File: src/rtl/enc_emu_pkg.sv
package enc_emu_pkg;

  // Number of encoder bits selected by a resolution code
  function automatic int code_to_bits(input int code, input int base_res,
                                      input int res_step);
    return base_res + res_step * code;
  endfunction

  // Angle bit acting as the encoder LSB for a resolution code
  function automatic int code_to_lsb(input int code, input int angle_w,
                                     input int base_res, input int res_step);
    return angle_w - code_to_bits(code, base_res, res_step);
  endfunction

endpackage

File: src/rtl/enc_res_latch.sv
module enc_res_latch #(
  parameter int CODE_W   = 2,
  parameter int BASE_RES = 10,
  parameter int RES_STEP = 2,
  parameter int OUT_RES  = 16
) (
  input  logic              clk,
  input  logic              rst,
  input  logic              mode_n,
  input  logic [CODE_W-1:0] res_pins,
  output logic              emul_n,
  output logic [CODE_W-1:0] code_q,
  output logic              err_q
);
  import enc_emu_pkg::*;

  logic mode_q;
  logic fall;
  logic too_fine;

  assign fall     = mode_q & ~mode_n;
  assign too_fine = code_to_bits(int'(res_pins), BASE_RES, RES_STEP) > OUT_RES;
  assign emul_n   = mode_q;

  always_ff @(posedge clk) begin
    if (rst) begin
      mode_q <= 1'b1;
      code_q <= '0;
      err_q  <= 1'b0;
    end else begin
      mode_q <= mode_n;
      if (fall) begin
        code_q <= res_pins;
        err_q  <= too_fine;
      end
    end
  end


  code_hold_chk: assert property (@(posedge clk) disable iff (rst)
    !fall |=> $stable(code_q));


  code_capture_chk: assert property (@(posedge clk) disable iff (rst)
    fall |=> (code_q == $past(res_pins)));


  err_hold_chk: assert property (@(posedge clk) disable iff (rst)
    !fall |=> $stable(err_q));

endmodule

File: src/rtl/enc_quad_gen.sv
module enc_quad_gen #(
  parameter int ANGLE_W  = 16,
  parameter int CODE_W   = 2,
  parameter int BASE_RES = 10,
  parameter int RES_STEP = 2
) (
  input  logic               clk,
  input  logic               rst,
  input  logic               emul_n,
  input  logic               idx_en_n,
  input  logic [ANGLE_W-1:0] angle,
  input  logic [CODE_W-1:0]  code,
  output logic               a_o,
  output logic               b_o,
  output logic               z_o
);
  import enc_emu_pkg::*;

  localparam int NCODES = 2 ** CODE_W;

  logic [NCODES-1:0] a_opt, b_opt, z_opt;

  for (genvar k = 0; k < NCODES; k++) begin : g_res
    localparam int LSB = code_to_lsb(k, ANGLE_W, BASE_RES, RES_STEP);
    assign a_opt[k] = angle[LSB+1];
    assign b_opt[k] = angle[LSB] ^ angle[LSB+1];
    assign z_opt[k] = ~|angle[ANGLE_W-1:LSB];
  end

  always_ff @(posedge clk) begin
    if (rst) begin
      a_o <= 1'b0;
      b_o <= 1'b0;
      z_o <= 1'b0;
    end else begin
      a_o <= ~emul_n & a_opt[code];
      b_o <= ~emul_n & b_opt[code];
      z_o <= ~emul_n & ~idx_en_n & z_opt[code];
    end
  end


  idle_low_chk: assert property (@(posedge clk) disable iff (rst)
    emul_n |=> (!a_o && !b_o && !z_o));


  index_gate_chk: assert property (@(posedge clk) disable iff (rst)
    idx_en_n |=> !z_o);


  north_state_chk: assert property (@(posedge clk) disable iff (rst)
    z_o |-> (!a_o && !b_o));

endmodule

File: src/rtl/enc_emulator.sv
module enc_emulator #(
  parameter int ANGLE_W  = 16,
  parameter int CODE_W   = 2,
  parameter int BASE_RES = 10,
  parameter int RES_STEP = 2,
  parameter int OUT_RES  = 16
) (
  input  logic               clk,
  input  logic               rst,
  input  logic               mode_n,
  input  logic [CODE_W-1:0]  res_sel,
  input  logic               idx_en_n,
  input  logic [ANGLE_W-1:0] angle,
  output logic               enc_a,
  output logic               enc_b,
  output logic               enc_z,
  output logic               res_err
);

  logic              emul_n;
  logic [CODE_W-1:0] code_q;

  enc_res_latch #(
    .CODE_W(CODE_W), .BASE_RES(BASE_RES), .RES_STEP(RES_STEP), .OUT_RES(OUT_RES)
  ) u_latch (
    .clk(clk), .rst(rst), .mode_n(mode_n), .res_pins(res_sel),
    .emul_n(emul_n), .code_q(code_q), .err_q(res_err)
  );

  enc_quad_gen #(
    .ANGLE_W(ANGLE_W), .CODE_W(CODE_W), .BASE_RES(BASE_RES), .RES_STEP(RES_STEP)
  ) u_quad (
    .clk(clk), .rst(rst), .emul_n(emul_n), .idx_en_n(idx_en_n),
    .angle(angle), .code(code_q), .a_o(enc_a), .b_o(enc_b), .z_o(enc_z)
  );


  reset_quiet_chk: assert property (@(posedge clk)
    $past(rst) |-> (!enc_a && !enc_b && !enc_z && !res_err));

endmodule

File: config.mk
export PLATFORM = sky130hd
export DESIGN_NAME = enc_emulator
export DESIGN_NICKNAME = d
export VERILOG_FILES = /design/src/rtl/enc_emu_pkg.sv /design/src/rtl/enc_res_latch.sv /design/src/rtl/enc_quad_gen.sv /design/src/rtl/enc_emulator.sv
export SDC_FILE = /design/constraint.sdc
export NUM_CORES = 1
export LEC_CHECK = 0
export ABC_AREA = 1
export BUFFER_PORTS_ARGS = -buffer_cell sky130_fd_sc_hd__buf_2
export CORE_MARGIN = 1.5
export CORE_UTILIZATION = 30
export CTS_BUF_LIST = sky130_fd_sc_hd__clkbuf_8
export DETAILED_ROUTE_END_ITERATION = 8
export GPL_ROUTABILITY_DRIVEN = 0
export PLACE_DENSITY = 0.69
export SYNTH_ARGS = -nofsm -noshare
export SYNTH_HDL_FRONTEND = slang
export SYNTH_HIERARCHICAL = 1
export SYNTH_SLANG_ARGS = --single-unit
export TNS_END_PERCENT = 30
File: constraint.sdc
create_clock -name clk -period 1.3 [get_ports clk]
set_clock_uncertainty 0.15 [all_clocks]
set_input_delay 0.065 -clock clk [delete_from_list [all_inputs] [get_ports clk]]
set_output_delay 0.065 -clock clk [all_outputs]
set_load 0.03 [all_outputs]
==> key figures, run 1 <==
Finish
  • Nets: roughly 140
  • Diodes inserted: 0
  • Final core occ: 51.5%
  • Most common cell after layout, fill and taps aside: buf_2
  • Fillers: between 100 and 150
  • Cell area after layout: 687 um^2
  • Share of post-route cells with drive strength above 1: between 20% and 30%
  • Sequential Area: 140 um^2
  • Synth-to-Final Area Change: 56.9%
  • Most frequent cells in the layout: buf_2 (25), nor2_1 (20), inv_1 (17)
  • Area taken by multi-input logic gates: between 200 and 250 um^2
  • Finished Layout Cells: roughly 120

Clocking
  • Clk sinks: 7
  • Post-CTS Hold Buffers: 6
  • TritonCTS clock tree: done
  • Maximum root-to-sink buffer count: 2
  • Post-CTS sizing: 0
  • H-tree levels: 1
  • Post-CTS Setup Bufs: 0
  • Worst-Skew Late Latency: 230 ps
  • Clock transition at path regs: ~40 ps
  • CTS Buf Count: 3
  • Root Driver: clkbuf_8

Yosys
  • Post-Synth Adder-Cell Area: 11.4%
  • Compound-gate portion of the synthesized area: about 4%
  • Yosys reg bits: 7
  • Mux cell area share after synthesis: 0%
  • Seq/Total Area, Yosys: 32.0%
  • Cell area after technology mapping: roughly 440 um^2
  • Syn_nets: 99
  • Top post-synthesis cells by area: dfxtp_1 (32%), nor2_1 (17%), inv_1 (14%)
  • Main combinational cell family by area after synthesis: simple AND/OR/NAND/NOR gates
  • Syn_area_per_cell: between 5 and 6 um^2
  • Mapped Cells: 73
  • Unique masters post-synth: 10
  • Post-Synth Simple-Gate Area: 38.0%
  • Synth warn: 6
  • Area share of the largest cell type after synthesis: 32.0%
  • Synth Area in XOR/XNOR: 0%
  • Largest area contributor in the netlist: dfxtp_1

Setup path
  • Startpoint types: input pin
  • Worst path cell trace: dlygate4sd3_1, buf_2, nor2_1, nand2_1, nor2_1, nand2_1, nor2_1
  • CP max stage cell: dlygate4sd3_1
  • Crit path DAT: 1100 ps
  • Worst-path fanout max: 1
  • R2R setup slack: around 250 ps
  • Crit path max-delay family: buffers and inverters
  • Reg2Reg Launch Point: u_latch/code_q[0]$_SDFFE_PP0P_
  • Setup Crit Path Kind: in -> reg
  • Worst Path Buf+Inv: 2
  • Worst Reg-to-Reg Cells: 5
  • FF-to-FF End: u_quad/b_o$_SDFF_PP0_
  • Most used cell, CP: nor2_1
  • Critical Path Max Stage Delay: approximately 540 ps
  • Crit end category: register
  • WP data required: approximately 1300 ps

GRT
  • Vias in the first global route: 466
  • Antenna violations before repair: 0
  • Final global-route overflow total: 0
  • Largest net degree at the start of global routing: 7
  • Gr usage total: 15.1%
  • First-pass GRT wire length: roughly 1.6 mm

Power
  • Post-layout power: 668 uW
  • Worst-case vdd ir drop: 0.512 mV
  • Static Leak: 0.408 nW
  • Power Density: slightly below 1000 nW/um^2

Timing
  • Final worst slack: about 220 ps
  • Number of setup violations in the final report: 0
  • Crit share post-route: 83.4%
  • Hold Vio Cnt, Final: 0
  • Setup TNS: 0 ps
  • Slew HR: 85.2%
  • Fin crit period: around 1100 ps
  • Slew @ Worst Pin: 221 ps
  • RSZ-0062 raised after global routing: false
  • Final hold slack: 6.58 ps
  • Pins Over Slew Limit: 0
  • Fmax: 923 MHz

Drt
  • Final wirelength: approximately 1.1 mm
  • TritonRoute pass-1 iters: 4
  • DR vias: 539
  • DRC: 0
  • Vias/cell: between 4 and 5
  • Wire per inst: between 9 and 10 um
  • Initial DRC count: 9
  • Antenna Nets Post-Route: 0

Worst hold path
  • Min-Delay Path Depth: 6
  • Hold path startpoint: idx_en_n
  • Worst Hold Path EP: u_quad/z_o$_SDFF_PP0_
  • Tightest Hold Check Type: in -> reg

Placed design
  • Worst slack at placement: around 270 ps
  • Post-DP HPWL: about 810 um
  • DP Area: approximately 580 um^2
  • Placed Instances: 113
  • Port Buf Inserts: 25

Floorplanning
  • Num rows: 13
  • Die area: 1700 um^2
  • Ports: 26
  • Die Width: 41.2 um
  • Die Ht: slightly above 40 um
  • Starting density of the core: between 30 and 40%
  • Core area: 1330 um^2

Flow run
  • Max_cap viols: 0

Run status
  • Outcome: finished clean
## power by group
group	switching (mW)	internal, mW
logic	0.0609	0.0638
registers	0.0103	0.225
clock network	0.103	0.205
total	0.174	0.493
## flip-flops by register name, summed over array words and instances, names as in the netlist
register        count
u_latch/err_q       1
u_quad/z_o          1
u_quad/b_o          1
u_latch/code_q      2
u_latch/emul_n      1
u_quad/a_o          1
## Yosys cell counts
master	count
a21boi_1	1
a21oi_1	2
dfxtp_1	7
ha_1	4
inv_1	16
inv_2	1
nand2_1	16
nand3_1	5
nor2_1	20
nor2_2	1
## kinds of logic after synthesis
| group | Yosys count |
|---|---|
| compound gates | 3 |
| fa+ha+maj | 4 |
| buf+inv | 17 |
| flops | 7 |
| simple gates | 42 |
## final cells by class
cell class                      instances  share of cell area, %
Tap cell                               15                   2.73
Multi-Input combinational cell         49                   34.1
Inverter                               17                   9.29
Sequential cell                         7                   20.4
Clock buffer                            3                   6.01
Clock inverter                          1                  0.546
Timing Repair Buffer                   31                   27.0
## worst register-to-register path, stage by stage (launching register included)
cell and delay (ps):
dfxtp_1 430, inv_2 90, nor2_1 90, nor2_1 60
nor2_1 80, nor2_1 40
## layer usage
layer	part of all wire, %	vias up	global-route usage, %
met5	0	-	0
met4	0.53	0	7.26
met3	8.5	4	4.89
met2	49	24	28.5
met1	41	228	14.3
li1	-	283	-
## worst max path at each step
stage | startpoint | slack, ps | to | cells past startpoint
6_report | angle[8] | 220 | u_quad/z_o$_SDFF_PP0_ | 7
5_1_grt | angle[8] | 90 | u_quad/z_o$_SDFF_PP0_ | 7
4_1_cts | rst | 230 | u_quad/z_o$_SDFF_PP0_ | 7
3_5_place_dp | u_latch/code_q[0]$_SDFFE_PP0P_ | 270 | u_quad/b_o$_SDFF_PP0_ | 5
3_3_place_gp | u_latch/code_q[0]$_SDFFE_PP0P_ | 270 | u_quad/b_o$_SDFF_PP0_ | 5
2_1_floorplan | u_latch/code_q[0]$_SDFFE_PP0P_ | 360 | u_quad/b_o$_SDFF_PP0_ | 5
No activity file was read; power rests on OpenSTA's default activity.
==> inputs of run 2 (changes only) <==
Settings changed: PLACE_DENSITY 0.69 to 0.71.
Clock period 1.3 ns to 0.9 ns, I/O delays scaled along.
==> key figures, run 2 (synthesis results as in run 1) <==
GRT
  • First-pass GRT wire length: between 1 and 1.5 mm
  • Vias in the first global route: 417
  • Final global-route overflow total: 0
  • Antenna violations before repair: 0
  • Gr usage total: between 10% and 20%
  • Largest net degree at the start of global routing: 7

Power
  • Worst-case vdd ir drop: between 0.7 and 0.8 mV
  • Post-layout power: 946 uW
  • Power Density: 1320 nW/um^2
  • Static Leak: 0.415 nW

Drt
  • Final wirelength: 971 um
  • Initial DRC count: 8
  • DRC: 0
  • Vias/cell: around 4.1
  • TritonRoute pass-1 iters: 4
  • Antenna Nets Post-Route: 0
  • Wire per inst: 7.89 um
  • DR vias: a little over 500

Timing
  • Setup TNS: -53.3 ps
  • Final hold slack: -62.1 ps
  • Slew @ Worst Pin: 135 ps
  • Crit share post-route: 104%
  • Slew HR: 91.0%
  • Final worst slack: -32.9 ps
  • Fmax: 1070 MHz
  • Pins Over Slew Limit: 0
  • Fin crit period: 933 ps
  • Hold Vio Cnt, Final: 7
  • RSZ-0062 raised after global routing: true
  • Number of setup violations in the final report: 2

Floorplanning
  • Core area: between 1000 and 1500 um^2
  • Die area: 1700 um^2
  • Num rows: 13
  • Die Width: 41.2 um
  • Ports: 26
  • Starting density of the core: around 33%
  • Die Ht: about 40 um

Clocking
  • TritonCTS clock tree: done
  • Post-CTS Hold Buffers: 1
  • Maximum root-to-sink buffer count: 2
  • Root Driver: clkbuf_8
  • Worst-Skew Late Latency: 220 ps
  • Clock transition at path regs: ~40 ps
  • Clk sinks: 7
  • H-tree levels: 1
  • CTS Buf Count: 3

Run status
  • Failing checks: hold timing, setup timing
  • Outcome: finished with violations

Placed design
  • Placed Instances: 118
  • Port Buf Inserts: 25
  • Worst slack at placement: -142 ps
  • Post-DP HPWL: 803 um
  • DP Area: 621 um^2

Finish
  • Synth-to-Final Area Change: 63.4%
  • Finished Layout Cells: 123
  • Final core occ: 53.7%
  • Share of post-route cells with drive strength above 1: 38.9%
  • Most frequent cells in the layout: buf_2 (21), nor2_1 (19), inv_1 (16), nand2_1 (16), buf_4 (7)
  • Nets: 135
  • Diodes inserted: 0
  • Largest Register: u_latch/code_q
  • Most common cell after layout, fill and taps aside: buf_2
  • Max reg flops: 2
  • Cell area after layout: 716 um^2

Setup path
  • Worst-path fanout max: 5
  • Worst path cell trace: nor2_1, nand2_1, nor2_1, nand2_1, nor2_1
  • Crit end category: register
  • Worst Reg-to-Reg Cells: 5
  • Startpoint types: register
  • Critical Path Max Stage Delay: 350 ps
  • Most used cell, CP: nor2_1
  • WP data required: 910 ps
  • Crit path DAT: 940 ps
  • CP max stage cell: dfxtp_4
  • Setup Crit Path Kind: reg -> reg

Worst hold path
  • Min-Delay Path Depth: 3
  • Tightest Hold Check Type: in -> reg

Flow run
  • Max_cap viols: 0
run 2: path summary, 6_finish.rpt:
| path | end | slack [ps] | from |
|---|---|---|---|
| worst max-delay path | u_quad/z_o$_SDFF_PP0_ | -30 | u_latch/emul_n$_SDFF_PP1_ |
| worst min-delay path | u_latch/emul_n$_SDFF_PP1_ | -60 | rst |
| worst max register to register | u_quad/z_o$_SDFF_PP0_ | -30 | u_latch/emul_n$_SDFF_PP1_ |
| worst min register to register | u_latch/err_q$_SDFFE_PP0P_ | 300 | u_latch/err_q$_SDFFE_PP0P_ |
run 2: routing by layer:
layer / routed length, um / GRT usage [%]
met1: 441 / 14.9
met2: 427 / 23.0
met3: 102 / 4.89
met4: 0 / 2.42
met5: 0 / 0
run 2: area by class of cell:
class / count / area (um^2)
Fill cell: 128 / 618
Tap cell: 15 / 18.8
Clock inverter: 1 / 3.75
Multi-Input combinational cell: 49 / 245
Inverter: 17 / 66.3
Sequential cell: 7 / 150
Clock buffer: 3 / 41.3
Timing Repair Buffer: 31 / 190
run 2: power by group:
part	internal (mW)	leakage (nW)	switching [mW]
clock	0.294	0.0269	0.122
sequential	0.324	0.0589	0.0158
combinational	0.100	0.329	0.0905
total	0.718	0.415	0.229
run 2: worst max-delay path, delay by kind of cell (launching register included):
family | cells | cell delay (ps)
DFF | 1 | 350
and+or+nand+nor | 5 | 370
run 2: what timing repair did:
| item | CTS | global route |
|---|---|---|
| setup buffers | 0 | 0 |
| endpoints found under the hold margin | 7 | 4 |
| resized for setup | 10 | 7 |
| endpoints found under the setup margin | 9 | 9 |
